File: config.mk
export PLATFORM = sky130hd
export DESIGN_NAME = llsc_resv_ctrl
export DESIGN_NICKNAME = d
export VERILOG_FILES = /design/src/rtl/llsc_resv_ctrl.sv
export SDC_FILE = /design/constraint.sdc
export NUM_CORES = 1
export LEC_CHECK = 0
export ABC_AREA = 1
export ABC_CLOCK_PERIOD_IN_PS = 1800
export BUFFER_PORTS_ARGS = -buffer_cell sky130_fd_sc_hd__buf_2
export CORE_UTILIZATION = 29
export CTS_BUF_LIST = sky130_fd_sc_hd__clkbuf_8 sky130_fd_sc_hd__clkbuf_16
export DETAILED_ROUTE_END_ITERATION = 8
export PLACE_DENSITY = 0.6
export SLEW_MARGIN = 30
export SYNTH_ARGS = -nofsm -noshare
export SYNTH_HDL_FRONTEND = slang
export SYNTH_SLANG_ARGS = --single-unit
File: constraint.sdc
create_clock -name clk -period 1.8 [get_ports clk]
set_input_delay 0.18 -clock clk [delete_from_list [all_inputs] [get_ports clk]]
set_output_delay 0.18 -clock clk [all_outputs]
set_load 0.05 [all_outputs]
File: src/rtl/llsc_resv_ctrl.sv
module llsc_resv_ctrl #(
  parameter int LINE_W = 26
) (
  input  logic              clk,
  input  logic              rst_n,
  input  logic              req_valid,
  input  logic              req_is_sc,
  input  logic [LINE_W-1:0] req_line,
  input  logic [1:0]        line_state,
  output logic              req_ready,
  input  logic              snoop_valid,
  input  logic [LINE_W-1:0] snoop_line,
  output logic              home_req_valid,
  output logic              home_req_kind,
  output logic [LINE_W-1:0] home_req_line,
  input  logic              home_rsp_valid,
  input  logic [1:0]        home_rsp_dir,
  output logic              ll_done,
  output logic              sc_done,
  output logic              sc_ok,
  output logic              line_update_valid,
  output logic [1:0]        line_update_state,
  output logic              inval_others
);
  localparam logic [1:0] LS_INV = 2'd0;
  localparam logic [1:0] LS_SH  = 2'd1;
  localparam logic [1:0] LS_EX  = 2'd2;
  localparam logic [1:0] DIR_SH = 2'd1;

  logic              waiting, pend_sc, resv_valid;
  logic [LINE_W-1:0] resv_line;

  assign req_ready = !waiting;

  wire accept    = req_valid && !waiting;
  wire ll_acc    = accept && !req_is_sc;
  wire sc_acc    = accept && req_is_sc;
  wire resv_hit  = resv_valid && (resv_line == req_line);
  wire sc_remote = resv_hit && (line_state != LS_EX);
  wire rsp_take  = waiting && home_rsp_valid;
  wire snoop_hit = snoop_valid && resv_valid && (snoop_line == resv_line);

  always_ff @(posedge clk) begin
    if (!rst_n) begin
      waiting           <= 1'b0;
      pend_sc           <= 1'b0;
      home_req_valid    <= 1'b0;
      home_req_kind     <= 1'b0;
      home_req_line     <= '0;
      ll_done           <= 1'b0;
      sc_done           <= 1'b0;
      sc_ok             <= 1'b0;
      line_update_valid <= 1'b0;
      line_update_state <= LS_INV;
      inval_others      <= 1'b0;
    end else begin
      home_req_valid    <= 1'b0;
      ll_done           <= 1'b0;
      sc_done           <= 1'b0;
      sc_ok             <= 1'b0;
      line_update_valid <= 1'b0;
      inval_others      <= 1'b0;
      if (sc_acc) begin
        if (sc_remote) begin
          waiting        <= 1'b1;
          pend_sc        <= 1'b1;
          home_req_valid <= 1'b1;
          home_req_kind  <= 1'b1;
          home_req_line  <= req_line;
        end else begin
          sc_done <= 1'b1;
          sc_ok   <= resv_hit;
        end
      end
      if (ll_acc) begin
        if (line_state == LS_INV) begin
          waiting        <= 1'b1;
          pend_sc        <= 1'b0;
          home_req_valid <= 1'b1;
          home_req_kind  <= 1'b0;
          home_req_line  <= req_line;
        end else begin
          ll_done <= 1'b1;
        end
      end
      if (rsp_take) begin
        waiting <= 1'b0;
        if (pend_sc) begin
          sc_done <= 1'b1;
          if (home_rsp_dir == DIR_SH) begin
            sc_ok             <= 1'b1;
            line_update_valid <= 1'b1;
            line_update_state <= LS_EX;
            inval_others      <= 1'b1;
          end
        end else begin
          ll_done           <= 1'b1;
          line_update_valid <= 1'b1;
          line_update_state <= LS_SH;
        end
      end
    end
  end

  always_ff @(posedge clk) begin
    if (!rst_n) begin
      resv_valid <= 1'b0;
      resv_line  <= '0;
    end else if (ll_acc) begin
      resv_valid <= 1'b1;
      resv_line  <= req_line;
    end else if ((sc_acc && !sc_remote) || (rsp_take && pend_sc) || snoop_hit) begin
      resv_valid <= 1'b0;
    end
  end

  AST_LL_NEVER_EXCL: assert property (@(posedge clk) disable iff (!rst_n)
    (ll_done && line_update_valid) |-> (line_update_state == LS_SH));
  AST_SC_NO_RESV_FAILS: assert property (@(posedge clk) disable iff (!rst_n)
    (sc_acc && !resv_hit) |=> (sc_done && !sc_ok && !home_req_valid));
  AST_SC_LOCAL_WIN: assert property (@(posedge clk) disable iff (!rst_n)
    (sc_acc && resv_hit && line_state == LS_EX) |=> (sc_done && sc_ok && !home_req_valid && !line_update_valid));
  AST_SC_GOES_HOME: assert property (@(posedge clk) disable iff (!rst_n)
    (sc_acc && sc_remote) |=> (home_req_valid && home_req_kind && !sc_done));
  AST_GRANT_UPGRADES: assert property (@(posedge clk) disable iff (!rst_n)
    inval_others |-> (sc_done && sc_ok && line_update_valid && line_update_state == LS_EX));
  AST_SNOOP_CLEARS: assert property (@(posedge clk) disable iff (!rst_n)
    (snoop_hit && !ll_acc) |=> !resv_valid);
  AST_SC_ENDS_RESV: assert property (@(posedge clk) disable iff (!rst_n)
    (sc_acc && !sc_remote) |=> !resv_valid);
  AST_BUSY_IGNORES: assert property (@(posedge clk) disable iff (!rst_n)
    (req_valid && !req_ready && !home_rsp_valid) |=> (!sc_done && !ll_done && !home_req_valid));
endmodule

==> tab_implementation.tex, run 1 <==
\begin{tabular}{lr}
\hline
Metric & Value \\
\hline
\multicolumn{2}{l}{\textbf{Detailed routing}} \\
DRC violations left & 0 \\
Detailed Route WL & 9950 um \\
Remaining antenna violation count & 0 \\
Wirelength per Cell & 12.8 um \\
Vias after detailed routing & 3504 \\
Routed vias/inst & 4.51 \\
First-iteration detailed-routing DRC count & 202 \\
1st-pass router iterations & 6 \\
\multicolumn{2}{l}{\textbf{Pwr}} \\
Pwr/cell area & 933 mW/mm2 \\
Leakage power summed over all cells & 2.25 nW \\
Worst voltage drop across the vdd grid & 0.378 mV \\
Overall power & 4.18 mW \\
\multicolumn{2}{l}{\textbf{Layout}} \\
Area of all sequential standard cells & 0.00130 mm2 \\
Fill cell count & 1164 \\
Antenna diode count & 0 \\
Total area of multi-input combinational cells & 0.00167 mm2 \\
Most common cell after layout, fill and taps aside & sky130\_fd\_sc\_hd\_\_nand2\_1 \\
Fraction of final layout cells with drive strength greater than 1 & 26.4\% \\
Post-layout net count & 694 \\
Final std cells w/o fill & 777 \\
Most frequent cells in the layout & sky130\_fd\_sc\_hd\_\_nand2\_1 (150), sky130\_fd\_sc\_hd\_\_buf\_2 (97), sky130\_fd\_sc\_hd\_\_inv\_1 (73), sky130\_fd\_sc\_hd\_\_nor2\_1 (71), sky130\_fd\_sc\_hd\_\_dfxtp\_1 (50) \\
Final std cell area, no fill & 0.00448 mm2 \\
Synthesis-to-finish area growth & 35.0\% \\
\multicolumn{2}{l}{\textbf{Critical path}} \\
Startpoint type of the worst setup path & flop \\
Capture point of the worst reg-to-reg path & home\_req\_line[3] \\
Reg-to-reg setup timing slack & 0.07 ns \\
Type of the worst setup path & reg2reg \\
Worst r2r path cells & 11 \\
Critical register-to-register path startpoint & resv\_line[1] \\
CP Launch Point & resv\_line[1] \\
Critical Path Sink Type & flop \\
Endpoint arrival time on the critical path & 1.95 ns \\
Critical Path RT & 2.03 ns \\
End point of the critical path & home\_req\_line[3] \\
Largest driver fanout on the critical path & 7 \\
\multicolumn{2}{l}{\textbf{Placement}} \\
Count of buffers inserted at the top-level ports & 97 \\
Worst Setup Slack post-DPL & 0.0381 ns \\
Post-detailed-placement cell area & 0.00399 mm2 \\
Final estimated routing congestion in global placement & 0.889 \\
Half-perimeter wire length of the detailed placement result & 7440 um \\
Number of cells in the design after placement & 755 \\
\multicolumn{2}{l}{\textbf{Synth}} \\
Gate count of the mapped netlist & 524 \\
Register bit total from synthesis & 64 \\
Count of distinct cell types in the synthesized netlist & 24 \\
Post-synthesis simple-gate area fraction & 32.0\% \\
Share of the synthesized area in compound gates (AO/OA/AOI/OAI) & 12.8\% \\
Multiplexer share of the synthesized area & 0\% \\
Combinational family with the most area after synthesis & simple AND/OR/NAND/NOR gates \\
Yosys top cell by area & sky130\_fd\_sc\_hd\_\_dfxtp\_1 \\
Per-instance average area after synthesis & 6.34 um2 \\
Post-synthesis net count & 586 \\
Adder and majority gate portion of the synthesized area & 0\% \\
Post-synthesis instance area & 0.00332 mm2 \\
Synth Area in XOR/XNOR & 4.22\% \\
Number of warnings issued by yosys & 0 \\
Share of Yosys cell area claimed by the top area cell type & 38.6\% \\
Cell types occupying the most area after synthesis & sky130\_fd\_sc\_hd\_\_dfxtp\_1 (39\%), sky130\_fd\_sc\_hd\_\_nand2\_1 (18\%), sky130\_fd\_sc\_hd\_\_nor2\_1 (8.4\%) \\
Seq/Total Area, Yosys & 38.6\% \\
\multicolumn{2}{l}{\textbf{Clock tree}} \\
Clk\_lat worst skew & 0.33 ns \\
CTS Hold Buffers Added & 0 \\
Buffer depth of the longest clock path & 2 \\
Reg clk slew, reported paths & 0.06 ns \\
Number of H-tree levels & 3 \\
Number of clock sinks seen by CTS & 64 \\
Number of buffers created by CTS & 9 \\
CTS tree & done \\
CTS Root Cell & sky130\_fd\_sc\_hd\_\_clkbuf\_16 \\
\multicolumn{2}{l}{\textbf{Floorplan}} \\
Full die area & 0.0119 mm2 \\
Die span in y & 109 um \\
Core region area & 0.0110 mm2 \\
Horizontal die dimension & 109 um \\
IO Count & 98 \\
Row cnt & 38 \\
Initial cell density of the core & 30.2\% \\
\multicolumn{2}{l}{\textbf{Timing}} \\
Worst hold margin & 0.0583 ns \\
Fin crit share & 95.9\% \\
Setup clock skew after layout & 0.00817 ns \\
Max transition margin & 74.8\% \\
Worst Max-Slew Pin Slew & 0.378 ns \\
Final max-slew violation count & 0 \\
Hold Vio Cnt, Final & 0 \\
Number of failing setup endpoints in the final timing report & 0 \\
Smallest setup slack after layout & 0.0732 ns \\
Max Fclk & 0.579 GHz \\
Final critical delay including setup and external delays & 1.73 ns \\
\multicolumn{2}{l}{\textbf{Global routing}} \\
Number of antenna violations at the first check in global routing & 0 \\
Gr ovfl total & 0 \\
GRT Total Usage & 16.9\% \\
Global-route wire length before repair & 15100 um \\
Maximum number of pins on one net before global-route repair & 39 \\
Vias in the first global route & 3208 \\
\multicolumn{2}{l}{\textbf{Run status}} \\
Result of the run & finished, final reports clean \\
\multicolumn{2}{l}{\textbf{Hold path}} \\
Worst min-delay path class & in2reg \\
\multicolumn{2}{l}{\textbf{Run}} \\
Max cap viols & 0 \\
\hline
\end{tabular}
## cells in the mapped netlist (all sizes together)
cell and number:
nand4 1, nor3 2, inv 79, buf 8, xor2 2, clkbuf 11
nor4 1, nor2 75, xnor2 14, and3 1, o21ai 48, a31o 1
dfxtp 64, a21oi 35, nand2 156, nand3 26
## routing by layer
metal | vias up | routed length (um) | GRT usage, %
met5 | - | 0 | 0
li1 | 1823 | - | -
met4 | 0 | 68 | 5.12
met3 | 4 | 598 | 3.53
met2 | 105 | 4420 | 25.8
met1 | 1572 | 4870 | 23.6
## cell families after synthesis
family	Yosys count
and+or+nand+nor	262
buffers and inverters	98
AOI/OAI and AO/OA	84
DFF	64
xor gates and xnor gates	16
## power breakdown
group	internal [mW]	switching, mW
sequential	1.49	0.0517
combinational	0.228	0.390
clock	1.39	0.642
total	3.10	1.08
## stage by stage
| stage | TNS [ns] | utilization, % |
|---|---|---|
| after floorplan | 0 | - |
| after global placement | 0 | 36.4 |
| after detailed placement | 0 | 36.4 |
| after CTS | 0 | 39.5 |
| after global routing | -0.259 | 40.8 |
| final | 0 | 40.8 |
## state kept, by name, summed over array words and instances (netlist names)
signal / count
home_req_line: 26
sc_ok: 1
sc_done: 1
ll_done: 1
home_req_kind: 1
waiting: 1
line_update_state: 2
resv_valid: 1
inval_others: 1
pend_sc: 1
line_update_valid: 1
resv_line: 26
home_req_valid: 1
## layout make-up
cell class                      count  area share [%]
Multi-Input combinational cell    362            37.2
Sequential cell                    64            29.0
Timing Repair Buffer              116            15.5
Inverter                           79            6.61
Clock buffer                       10            5.33
Tap cell                          140            3.91
Clock inverter                      6            2.40
## worst min path at each step
stage | start | end | slack [ns] | cells past startpoint
finish | home_rsp_dir[1] | inval_others | 0.06 | 2
global route | home_rsp_dir[1] | inval_others | 0.06 | 2
CTS | home_rsp_dir[1] | inval_others | 0.05 | 2
detailed placement | home_rsp_dir[1] | inval_others | 0.40 | 2
global placement | home_rsp_dir[1] | inval_others | 0.40 | 2
floorplan | home_rsp_dir[1] | inval_others | 0.27 | 1
## critical path, stage by stage (launching register included)
cell                        delay, ns
sky130_fd_sc_hd__dfxtp_1         0.33
sky130_fd_sc_hd__xnor2_1         0.26
sky130_fd_sc_hd__nand2_1         0.08
sky130_fd_sc_hd__nor2_1          0.16
sky130_fd_sc_hd__nand3_2         0.11
sky130_fd_sc_hd__nor2_4          0.13
sky130_fd_sc_hd__nand3_4         0.10
sky130_fd_sc_hd__nand2_8         0.14
sky130_fd_sc_hd__clkbuf_16       0.16
sky130_fd_sc_hd__nand2_1         0.05
sky130_fd_sc_hd__nand2_1         0.06
sky130_fd_sc_hd__nor2_1          0.04
## repair_timing
item / in CTS / in global routing
gates resized for setup: 0 / 29
buffers inserted: 0 / 4
endpoints found under the setup margin: 0 / 28
hold endpoints to repair: 0 / 0
(Power assumes the default switching activity.)
==> run 2: changes to the inputs <==
--- a/config.mk
+++ b/config.mk
@@ -11,7 +11,9 @@
 export CORE_UTILIZATION = 29
 export CTS_BUF_LIST = sky130_fd_sc_hd__clkbuf_8 sky130_fd_sc_hd__clkbuf_16
 export DETAILED_ROUTE_END_ITERATION = 8
+export MAX_ROUTING_LAYER = met4
 export PLACE_DENSITY = 0.6
+export SETUP_SLACK_MARGIN = 0.1
 export SLEW_MARGIN = 30
 export SYNTH_ARGS = -nofsm -noshare
 export SYNTH_HDL_FRONTEND = slang
==> run 2 against run 1 <==
  * Clock-buffer cell count stayed put
  * Clock power hardly changed
  * Total power is 0.64% higher
  * Combinational power is 4.0% higher
  * Setup slack better by 0.029 ns
  * Clock skew is 0.00060 ns lower
  * Die area stayed put
  * Global-route usage is 0.83 points higher
  * Cell area is 2.4% higher
  * Wire length is 0.58% higher
  * Sequential share of layout area is 0.38 points lower
  * Via count is 0.51% higher
  * Critical path type unchanged
==> tab_implementation.tex, run 2 (synthesis results as in run 1) <==
\begin{tabular}{lr}
\hline
Metric & Value \\
\hline
\multicolumn{2}{l}{\textbf{Critical path}} \\
CP Launch Point & resv\_line[8] \\
Type of the worst setup path & reg2reg \\
End point of the critical path & home\_req\_line[4] \\
Capture point of the worst reg-to-reg path & home\_req\_line[4] \\
Reg-to-reg setup timing slack & 0.10 ns (+0.03 ns) \\
Largest driver fanout on the critical path & 7 (unchanged) \\
Endpoint arrival time on the critical path & 1.92 ns (-0.03 ns) \\
Critical Path Sink Type & flop \\
Critical Path RT & 2.02 ns (about the same) \\
Startpoint type of the worst setup path & flop \\
Critical register-to-register path startpoint & resv\_line[8] \\
Worst r2r path cells & 14 (+3) \\
\multicolumn{2}{l}{\textbf{Run}} \\
Max cap viols & 0 (unchanged) \\
\multicolumn{2}{l}{\textbf{Clock tree}} \\
CTS tree & done \\
CTS Hold Buffers Added & 0 (unchanged) \\
Reg clk slew, reported paths & 0.06 ns (about the same) \\
Number of clock sinks seen by CTS & 64 (unchanged) \\
Buffer depth of the longest clock path & 2 (unchanged) \\
Number of buffers created by CTS & 9 (unchanged) \\
Clk\_lat worst skew & 0.33 ns (about the same) \\
CTS Root Cell & sky130\_fd\_sc\_hd\_\_clkbuf\_16 \\
Number of H-tree levels & 3 (unchanged) \\
\multicolumn{2}{l}{\textbf{Detailed routing}} \\
First-iteration detailed-routing DRC count & 174 (-14\%) \\
DRC violations left & 0 (unchanged) \\
Remaining antenna violation count & 0 (unchanged) \\
1st-pass router iterations & 5 (-1) \\
Wirelength per Cell & 12.8 um (about the same) \\
Vias after detailed routing & 3522 (+0.51\%) \\
Routed vias/inst & 4.51 (about the same) \\
Detailed Route WL & 10000 um (+0.58\%) \\
\multicolumn{2}{l}{\textbf{Pwr}} \\
Share of total power in combinational logic & 15.3\% (+0.5 points) \\
Overall power & 4.21 mW (+0.64\%) \\
Worst voltage drop across the vdd grid & 0.381 mV (+0.81\%) \\
Internal Pwr Total & 3.11 mW (+0.36\%) \\
Sw power & 1.10 mW (+1.4\%) \\
Reg power frac & 36.5\% (-0.2 points) \\
Pwr/cell area & 917 mW/mm2 (-1.7\%) \\
Net switching share of the total power & 26.1\% (+0.21 points) \\
Clock network fraction of total power & 48.2\% (-0.3 points) \\
Leakage power summed over all cells & 2.29 nW (+1.9\%) \\
\multicolumn{2}{l}{\textbf{Global routing}} \\
Maximum number of pins on one net before global-route repair & 39 (unchanged) \\
Gr ovfl total & 0 (unchanged) \\
GRT Total Usage & 17.7\% (+0.83 points) \\
Number of antenna violations at the first check in global routing & 0 (unchanged) \\
Vias in the first global route & 3235 (+0.84\%) \\
Global-route wire length before repair & 15400 um (+1.6\%) \\
\multicolumn{2}{l}{\textbf{Layout}} \\
Most common cell after layout, fill and taps aside & sky130\_fd\_sc\_hd\_\_nand2\_1 \\
Final std cell area, no fill & 0.00459 mm2 (+2.4\%) \\
Largest registers & home\_req\_line x26, resv\_line x26, line\_update\_state x2 \\
Fraction of final layout cells with drive strength greater than 1 & 31.0\% (+4.7 points) \\
Antenna diode count & 0 (unchanged) \\
Most frequent cells in the layout & sky130\_fd\_sc\_hd\_\_nand2\_1 (132), sky130\_fd\_sc\_hd\_\_buf\_2 (97), sky130\_fd\_sc\_hd\_\_nor2\_1 (70), sky130\_fd\_sc\_hd\_\_inv\_1 (68), sky130\_fd\_sc\_hd\_\_dfxtp\_1 (47) \\
Synthesis-to-finish area growth & 38.2\% \\
Utilization after layout & 41.8\% (+0.98 points) \\
Post-layout net count & 698 (+0.58\%) \\
\multicolumn{2}{l}{\textbf{Floorplan}} \\
Row cnt & 38 (unchanged) \\
Die span in y & 109 um (unchanged) \\
Horizontal die dimension & 109 um (unchanged) \\
Full die area & 0.0119 mm2 (unchanged) \\
IO Count & 98 (unchanged) \\
Core region area & 0.0110 mm2 (unchanged) \\
Initial cell density of the core & 30.2\% (unchanged) \\
\multicolumn{2}{l}{\textbf{Timing}} \\
Final critical delay including setup and external delays & 1.70 ns (-0.0287 ns) \\
Number of failing setup endpoints in the final timing report & 0 (unchanged) \\
Worst Max-Slew Pin Slew & 0.365 ns (-0.0131 ns) \\
Max Fclk & 0.589 GHz (+1.7\%) \\
Hold Vio Cnt, Final & 0 (unchanged) \\
Max transition margin & 75.5\% (+0.65 points) \\
Fin crit share & 94.3\% (-1.6 points) \\
Setup clock skew after layout & 0.00756 ns (-0.000604 ns) \\
Unrepaired setup endpoints after global routing & true \\
Final max-slew violation count & 0 (unchanged) \\
Total negative slack & 0 ns (unchanged) \\
\multicolumn{2}{l}{\textbf{Hold path}} \\
Worst min-delay path class & in2reg \\
\multicolumn{2}{l}{\textbf{Placement}} \\
Final estimated routing congestion in global placement & 0.904 (+1.7\%) \\
Half-perimeter wire length of the detailed placement result & 7440 um (unchanged) \\
Count of buffers inserted at the top-level ports & 97 (unchanged) \\
Post-detailed-placement cell area & 0.00399 mm2 (unchanged) \\
\multicolumn{2}{l}{\textbf{Run status}} \\
Result of the run & finished, final reports clean \\
\hline
\end{tabular}
## run 2: cell types whose count changed in the layout (fill, tap and decap cells not counted), sizes merged
cell / before / now
buf: 114 / 119
clkbuf: 12 / 11
## run 2: power groups by stage
stage	logic (mW)	clock network, mW	registers (mW)
final	0.643	2.03	1.54
after global placement	0.585	0	1.56
after floorplan	0.314	0	1.62
after global routing	0.715	2.13	1.54
after detailed placement	0.590	0	1.56
after CTS	0.607	2.06	1.53
## run 2: layer usage
metal	up-vias	GRT usage, %	share of wire (%)
met5	-	-	0
met1	1575	24.2	48
met2	105	26.4	45
met4	0	4.83	0.82
met3	7	3.41	6.0
li1	1835	-	-
## run 2: worst max-delay path, stage by stage, from the launching register on
cell	delay [ns]
sky130_fd_sc_hd__dfxtp_4	0.37
sky130_fd_sc_hd__inv_2	0.03
sky130_fd_sc_hd__nand2_1	0.05
sky130_fd_sc_hd__nand2_1	0.06
sky130_fd_sc_hd__nor2_2	0.10
sky130_fd_sc_hd__nand2_1	0.07
sky130_fd_sc_hd__nor2_1	0.10
sky130_fd_sc_hd__nand2_1	0.10
sky130_fd_sc_hd__nor2_4	0.15
sky130_fd_sc_hd__nand3_4	0.10
sky130_fd_sc_hd__nand2_8	0.15
sky130_fd_sc_hd__clkbuf_16	0.17
sky130_fd_sc_hd__nand2_1	0.05
sky130_fd_sc_hd__nand2_1	0.05
sky130_fd_sc_hd__nor2_1	0.04
## run 2: how the worst min path moves through the flow
stage	end	from	cells after the start	slack [ns]
2_1_floorplan	inval_others	home_rsp_dir[1]	1	0.27
6_report	inval_others	home_rsp_dir[1]	2	0.06
3_3_place_gp	inval_others	home_rsp_dir[1]	2	0.40
4_1_cts	inval_others	home_rsp_dir[1]	2	0.05
3_5_place_dp	inval_others	home_rsp_dir[1]	2	0.40
5_1_grt	inval_others	home_rsp_dir[1]	2	0.05
## run 2: layout make-up
class,count,area (um2)
Multi-Input combinational cell,362,1730
Timing Repair Buffer,120,728
Inverter,79,297
Clock buffer,10,239
Clock inverter,6,108
Fill cell,1149,6390
Tap cell,140,175
Sequential cell,64,1320
## run 2: what timing repair did
item,CTS,global route
setup buffers,2,6
cloned,1,1
endpoints found under the setup margin,24,28
pin swaps,0,20
hold endpoints to repair,0,0
resized for setup,12,51
## run 2: metrics by stage
step	setup WS [ns]	std cells	hold slack, ns
5_1_grt	-0.00269	781	0.0538
4_1_cts	0.113	774	0.0518
6_report	0.102	781	0.0557
3_3_place_gp	0.0924	755	0.399
3_5_place_dp	0.0381	755	0.396
2_1_floorplan	0.261	524	0.270
